<file path="config.mk">
export PLATFORM = sky130hd
export DESIGN_NAME = irq_capture
export DESIGN_NICKNAME = d
export VERILOG_FILES = /design/src/rtl/irq_capture_pkg.sv /design/src/rtl/irqcap_edge.sv /design/src/rtl/irqcap_level.sv /design/src/rtl/irqcap_async.sv /design/src/rtl/irqcap_snap.sv /design/src/rtl/irq_capture.sv
export SDC_FILE = /design/constraint.sdc
export NUM_CORES = 1
export LEC_CHECK = 0
export ABC_CLOCK_PERIOD_IN_PS = 3550
export BUFFER_PORTS_ARGS = -buffer_cell sky130_fd_sc_hd__buf_2
export CORE_AREA = 2 2 39 41
export CTS_BUF_LIST = sky130_fd_sc_hd__clkbuf_2 sky130_fd_sc_hd__clkbuf_4 sky130_fd_sc_hd__clkbuf_8
export DETAILED_ROUTE_END_ITERATION = 6
export DIE_AREA = 0 0 41 43
export PLACE_DENSITY = 0.78
export SLEW_MARGIN = 20
export SYNTH_ARGS = -nofsm -noshare
export SYNTH_HDL_FRONTEND = slang
export SYNTH_SLANG_ARGS = --single-unit
</file>
<file path="constraint.sdc">
create_clock -name clk -period 3.55 [get_ports clk]
set_input_delay 0.8875 -clock clk [delete_from_list [all_inputs] [get_ports clk]]
set_output_delay 0.8875 -clock clk [all_outputs]
set_load 0.01 [all_outputs]
</file>
<file path="src/rtl/irq_capture_pkg.sv">
package irq_capture_pkg;
  // Bit positions of the request pattern seen by the decoder.
  localparam int SRC_SO  = 0;
  localparam int SRC_IRQ = 1;
  localparam int SRC_NMI = 2;
  localparam int SRC_RES = 3;
  localparam int NUM_SRC = 4;
endpackage

</file>
<file path="src/rtl/irqcap_edge.sv">
module irqcap_edge (
  input  logic clk,
  input  logic rst,
  input  logic pin_n,
  input  logic clr,
  output logic pend
);
  logic prev_q;

  always_ff @(posedge clk) begin
    if (rst) begin
      prev_q <= 1'b1;
      pend   <= 1'b0;
    end else begin
      prev_q <= pin_n;
      if (prev_q && !pin_n) pend <= 1'b1;
      else if (clr)         pend <= 1'b0;
    end
  end
endmodule

</file>
<file path="src/rtl/irqcap_level.sv">
module irqcap_level (
  input  logic clk,
  input  logic rst,
  input  logic pin_n,
  input  logic mask,
  input  logic clr,
  output logic pend
);
  always_ff @(posedge clk) begin
    if (rst)                  pend <= 1'b0;
    else if (!pin_n && !mask) pend <= 1'b1;
    else if (clr)             pend <= 1'b0;
  end
endmodule

</file>
<file path="src/rtl/irqcap_async.sv">
module irqcap_async (
  input  logic clk,
  input  logic rst,
  input  logic pin_n,
  input  logic clr,
  output logic pend
);
  always_ff @(posedge clk or negedge pin_n) begin
    if (!pin_n)   pend <= 1'b1;
    else if (rst) pend <= 1'b0;
    else if (clr) pend <= 1'b0;
  end
endmodule

</file>
<file path="src/rtl/irqcap_snap.sv">
module irqcap_snap #(
  parameter int NSRC      = 4,
  parameter int OP_W      = 8,
  parameter int STEP_W    = 5,
  parameter int SNAP_STEP = 1
) (
  input  logic              clk,
  input  logic              rst,
  input  logic              step_stb,
  input  logic [STEP_W-1:0] step,
  input  logic [NSRC-1:0]   pend,
  input  logic [OP_W-1:0]   ir_opcode,
  output logic              req_active,
  output logic [OP_W-1:0]   dec_op
);
  localparam logic [STEP_W-1:0] SNAP_AT = STEP_W'(SNAP_STEP);
  localparam int PAD_W = OP_W - NSRC;

  logic [NSRC-1:0] held_q;
  logic            snap;

  assign snap = step_stb && (step == SNAP_AT);

  always_ff @(posedge clk) begin
    if (rst) begin
      held_q     <= '0;
      req_active <= 1'b0;
    end else if (snap) begin
      held_q     <= pend;
      req_active <= |pend;
    end
  end

  generate
    if (PAD_W > 0) begin : g_pad
      assign dec_op = req_active ? {{PAD_W{1'b0}}, held_q} : ir_opcode;
    end else begin : g_nopad
      assign dec_op = req_active ? held_q[OP_W-1:0] : ir_opcode;
    end
  endgenerate
endmodule

</file>
<file path="src/rtl/irq_capture.sv">
module irq_capture
  import irq_capture_pkg::*;
#(
  parameter int OP_W      = 8,
  parameter int STEP_W    = 5,
  parameter int SNAP_STEP = 1
) (
  input  logic              clk,
  input  logic              rst,
  input  logic              res_n,
  input  logic              nmi_n,
  input  logic              irq_n,
  input  logic              so_n,
  input  logic              int_dis,
  input  logic              clr_nmi,
  input  logic              clr_irq_res,
  input  logic              clr_so,
  input  logic              step_stb,
  input  logic [STEP_W-1:0] step,
  input  logic [OP_W-1:0]   ir_opcode,
  output logic              req_active,
  output logic [OP_W-1:0]   dec_op
);
  localparam int NEDGE = 2;

  logic [NUM_SRC-1:0] pend;
  logic [NEDGE-1:0]   edge_pin_n;
  logic [NEDGE-1:0]   edge_clr;
  logic [NEDGE-1:0]   edge_pend;

  // Edge-captured sources: index 0 = set-overflow, index 1 = NMI.
  assign edge_pin_n = {nmi_n, so_n};
  assign edge_clr   = {clr_nmi, clr_so};

  generate
    for (genvar g = 0; g < NEDGE; g++) begin : g_edge
      irqcap_edge u_edge (
        .clk  (clk),
        .rst  (rst),
        .pin_n(edge_pin_n[g]),
        .clr  (edge_clr[g]),
        .pend (edge_pend[g])
      );
    end
  endgenerate

  assign pend[SRC_SO]  = edge_pend[0];
  assign pend[SRC_NMI] = edge_pend[1];

  irqcap_level u_irq (
    .clk  (clk),
    .rst  (rst),
    .pin_n(irq_n),
    .mask (int_dis),
    .clr  (clr_irq_res),
    .pend (pend[SRC_IRQ])
  );

  irqcap_async u_res (
    .clk  (clk),
    .rst  (rst),
    .pin_n(res_n),
    .clr  (clr_irq_res),
    .pend (pend[SRC_RES])
  );

  irqcap_snap #(
    .NSRC     (NUM_SRC),
    .OP_W     (OP_W),
    .STEP_W   (STEP_W),
    .SNAP_STEP(SNAP_STEP)
  ) u_snap (
    .clk       (clk),
    .rst       (rst),
    .step_stb  (step_stb),
    .step      (step),
    .pend      (pend),
    .ir_opcode (ir_opcode),
    .req_active(req_active),
    .dec_op    (dec_op)
  );
endmodule

</file>
# ---- Word level (Yosys, flattened, before mapping)
# Index checks and enable logic that the tools add are counted.
dict set report totals {
  reg_bits 11
  latch_bits 0
  ram_bits 0
  romBits 0
  in_bits 24
  out_inout_bits 9
  word_cells 30
  n_memories 0
}
dict set report classes {
  n_addsub 0
  multipliers 0
  div_mod_pow 0
  magnitude_cmp 0
  n_eq_ne 1
  shift 0
  n_mux 8
  bitwise_logic 0
  n_reduce_logical 13
}
# cell count
set ops {}
lappend ops {{8-bit 2-to-1 mux} 1}
lappend ops {{2-bit nonzero test} 4}
lappend ops {{1-bit 2-to-1 mux} 7}
lappend ops {{5-bit by 1-bit equality test with 1-bit output, second input constant} 1}
lappend ops {{1-bit logical AND} 4}
lappend ops {{1-bit logical NOT} 4}
lappend ops {{4-bit OR reduction} 1}

# ---- Longest topological paths before layout
dict set report logic_depth {
  ltp_word 3
  depth_mapped 4
  mapped_depth_nobuf 3
}

# ---- By module
# Synthesis repeated with hierarchy kept, for this count alone.
dict set report hier_totals {
  cells_unflattened 51
  area_unflattened_um2 530.5
}
# mod n_inst cells_each area_each_um2 seq_area_each_um2
set by_module_without_submodules {}
lappend by_module_without_submodules {irqcap_snap 1 33 315.3 100.1}
lappend by_module_without_submodules {irqcap_edge 2 6 67.6 40.0}
lappend by_module_without_submodules {irqcap_level 1 4 41.3 20.0}
lappend by_module_without_submodules {irqcap_async 1 2 38.8 26.3}

# ---- Worst setup path before layout
# OpenSTA, ideal clock, no wires.
dict set report synth_path {
  kind {in2out}
  startpoint {in ir_opcode[0]}
  endpoint {out dec_op[0]}
  arrival_ns 1.160
  required_time_ns 2.663
  path_slack_ns 1.503
  cell_stages 1
  n_path_buf 0
  path_cell_list {mux2_2}
}
dict set report synth_between {
  elab_chain_len 1
}
# item line_no
set synth_lines {}
lappend synth_lines {{start, declared} irq_capture.sv:20} ;# input logic [OP_W-1:0] ir_opcode,
lappend synth_lines {{8-bit 2-to-1 mux} irqcap_snap.sv:36} ;# assign dec_op = req_active ? {{PAD_W{1'b0}}, held_q} : ir_opcode;
lappend synth_lines {{end, declared} irq_capture.sv:22} ;# output logic [OP_W-1:0] dec_op
# No other way between the ends.

# ---- Worst setup path in the final report
dict set report layout_path {
  startpoint {in ir_opcode[2]}
  endpoint {out dec_op[2]}
}
# The elaborated chain is that of the path after synthesis.

==> flow_summary_export.csv <==
group,metric,value,unit
timing,drv_slew,0,
clock_tree,cts_hold_buf,0,
run_status,status,"finished, final reports clean",
routing,drc_errors,0,
clock_tree,clkLatencyLatePin,0.26,ns
routing,wl_per_cell,9.68,um
critical_path,path_max_fanout,1,
final_layout,area_delta_synth_final,38.8,%
synth,synth.avg_cell_area,9.73,um2
critical_path,timing.rr.end,"u_snap.req_active",
power,powerDensity,344,nW/um2
final_layout,num_antenna_cells,0,
power,peakVddDrop,0.195,mV
clock_tree,htreeDepth,1,
critical_path,reg2reg_depth,2,
clock_tree,clk_pin_slew,0.07,ns
grt,track_usage,0.131,
critical_path,cp.arrival,1.36,ns
timing,tightest_slew,0.364,ns
clock_tree,cts-resized-gates,0,
timing,setup_viol,0,
routing,routed_wl,997,um
flow_run,maxCapViolCount,0,
final_layout,final_cells,103,
timing,hold_viol_final,0,
synth,synth_area,515,um2
floorplan,coreArea,1380,um2
routing,drtIter0Drc,3,
critical_path,worst_setup_path_start_kind,"primary input",
final_layout,multi_input_area,274,um2
timing,min_period,2.25,ns
clock_tree,cts_sinks,11,
final_layout,drive_gt1_frac,0.563,
synth,synthCells,53,
timing,rsz0062_at_grt,"no",
power,p_leak,0.346,nW
clock_tree,clock-root-buffer,"clkbuf_4",
synth,ys_ff_latch,11,
grt,grt_pass1_vias,449,
placed_design,routabilityCongestion,0.702,
min_path,hp-class,"reg -> reg",
timing,tns,0,ns
floorplan,dieArea,1760,um2
placed_design,io_buffers,32,
final_layout,regArea,226,um2
final_layout,nets,112,
timing,worst_slack,1.30,ns
timing,max-slew-margin-rel,0.757,
routing,vias,494,
placed_design,dp_hpwl,848,um
grt,antenna_found_initial,0,
clock_tree,cts_tree,"done",
critical_path,crit_path_end,"dec_op[2]",
critical_path,r2r-start,"u_snap.req_active",
floorplan,initial_utilization,0.373,
timing,fin_skew,0.00616,ns
placed_design,place_ws,1.30,ns
synth,synth.yosys.warnings,0,
floorplan,die_h,43,um
critical_path,critPathRequiredTime,2.66,ns
timing,fmax,444,MHz
critical_path,reg2reg_slack,2.67,ns
timing,fin_crit_sh,0.634,
clock_tree,post_cts_buffers,0,
synth,synth_nets,77,
routing,antenna_left,0,
routing,firstDrtPassIters,4,
floorplan,num_rows,14,
grt,grt_max_degree,12,
grt,grt_overflow_total,0,
placed_design,dp.cells,99,
floorplan,dieWidth,41,um
clock_tree,clockBufferDepth,2,
synth,seq_area_frac_synth,0.439,
floorplan,io_pins,33,
synth,ys_types,16,
final_layout,fill_cells,152,
critical_path,endpoint_kind,"output port",
critical_path,startpoint,"ir_opcode[2]",
clock_tree,cts-buffers-inserted,3,
routing,viasPerCell,4.80,
critical_path,worst-setup-path-type,"in -> out",
grt,grt_pass1_wl,1590,um
==> power breakdown <==
group          internal [mW]  switching [mW]
combinational         0.0212          0.0150
clock                 0.0416          0.0386
sequential             0.127         0.00253
==> how the worst min path moves through the flow <==
stage                                  endpoint  slack [ns]  depth (start not counted)               startpoint
after floorplan           g_edge[0].u_edge.pend        0.44                          2  g_edge[0].u_edge.prev_q
after global placement    g_edge[1].u_edge.pend        0.44                          2  g_edge[1].u_edge.prev_q
after detailed placement  g_edge[1].u_edge.pend        0.45                          2  g_edge[1].u_edge.prev_q
after CTS                 g_edge[1].u_edge.pend        0.47                          2  g_edge[1].u_edge.prev_q
after global routing      g_edge[1].u_edge.pend        0.47                          2  g_edge[1].u_edge.prev_q
final                     g_edge[0].u_edge.pend        0.46                          2  g_edge[0].u_edge.prev_q
==> metal layers <==
layer	vias to the layer above	track usage	wire length (um)
li1	252	-	-
met1	219	0.132	374
met2	23	0.222	501
met3	0	0.0314	121
met4	0	0.0800	0
met5	-	0	0
==> worst max-delay path: stages <==
cell	delay [ns]
buf_2	0.09
mux2_2	0.25
buf_2	0.14
==> state kept, by name (all words and copies together), names as in the netlist <==
signal	flops
g_edge.u_edge.pend	2
g_edge.u_edge.prev_q	2
u_irq.pend	1
u_res.pend	1
u_snap.held_q	4
u_snap.req_active	1
==> kinds of logic (layout without fill, tap and decap cells) <==
group,after synthesis,count (layout),share of synthesized area
flip-flops,11,11,0.439
buffers and inverters,4,38,0.0291
multiplexers,4,4,0.0874
AO/OA/AOI/OAI,13,13,0.160
AND/OR/NAND/NOR,21,21,0.284
==> final cells by class <==
class / instances / area share
Clock inverter: 1 / 0.00699
Clock buffer: 3 / 0.0315
Multi-Input combinational cell: 38 / 0.383
Inverter: 2 / 0.0105
Tap cell: 16 / 0.0280
Sequential cell: 11 / 0.316
Timing Repair Buffer: 32 / 0.224
==> Yosys cell counts <==
cell type,count,area share
nor2_1,2,0.015
dfxtp_1,10,0.39
nand2b_1,8,0.097
dfstp_2,1,0.051
clkbuf_1,2,0.015
a21oi_1,8,0.078
and3_1,1,0.012
a31o_2,4,0.068
nor2b_1,5,0.061
mux2_2,4,0.087
or2_2,2,0.024
nor4b_4,1,0.046
nor4_1,1,0.012
a211oi_1,1,0.015
inv_1,2,0.015
and2_4,1,0.017
==> stage by stage <==
stage | utilization | instance area, um2 | hold slack [ns] | power (mW)
after floorplan | - | 515 | 0.435 | 0.150
after global placement | 0.497 | 688 | 0.439 | 0.168
after detailed placement | 0.497 | 688 | 0.455 | 0.169
after CTS | 0.517 | 716 | 0.468 | 0.250
after global routing | 0.517 | 716 | 0.471 | 0.261
final | 0.517 | 716 | 0.460 | 0.246
==> cell usage in the layout (no fill, tap or decap), drive strengths merged <==
| cell type | Yosys | layout |
|---|---|---|
| inv | 2 | 2 |
| and3 | 1 | 1 |
| buf | 0 | 32 |
| a211oi | 1 | 1 |
| nor4b | 1 | 1 |
| or2 | 2 | 2 |
| nand2b | 8 | 8 |
| nor2 | 2 | 2 |
| nor4 | 1 | 1 |
| and2 | 1 | 1 |
| clkbuf | 2 | 3 |
| a21oi | 8 | 8 |
| mux2 | 4 | 4 |
| dfxtp | 10 | 10 |
| dfstp | 1 | 1 |
| a31o | 4 | 4 |
| clkinv | 0 | 1 |
| nor2b | 5 | 5 |
Note: power is estimated with default switching activity, not from simulation.
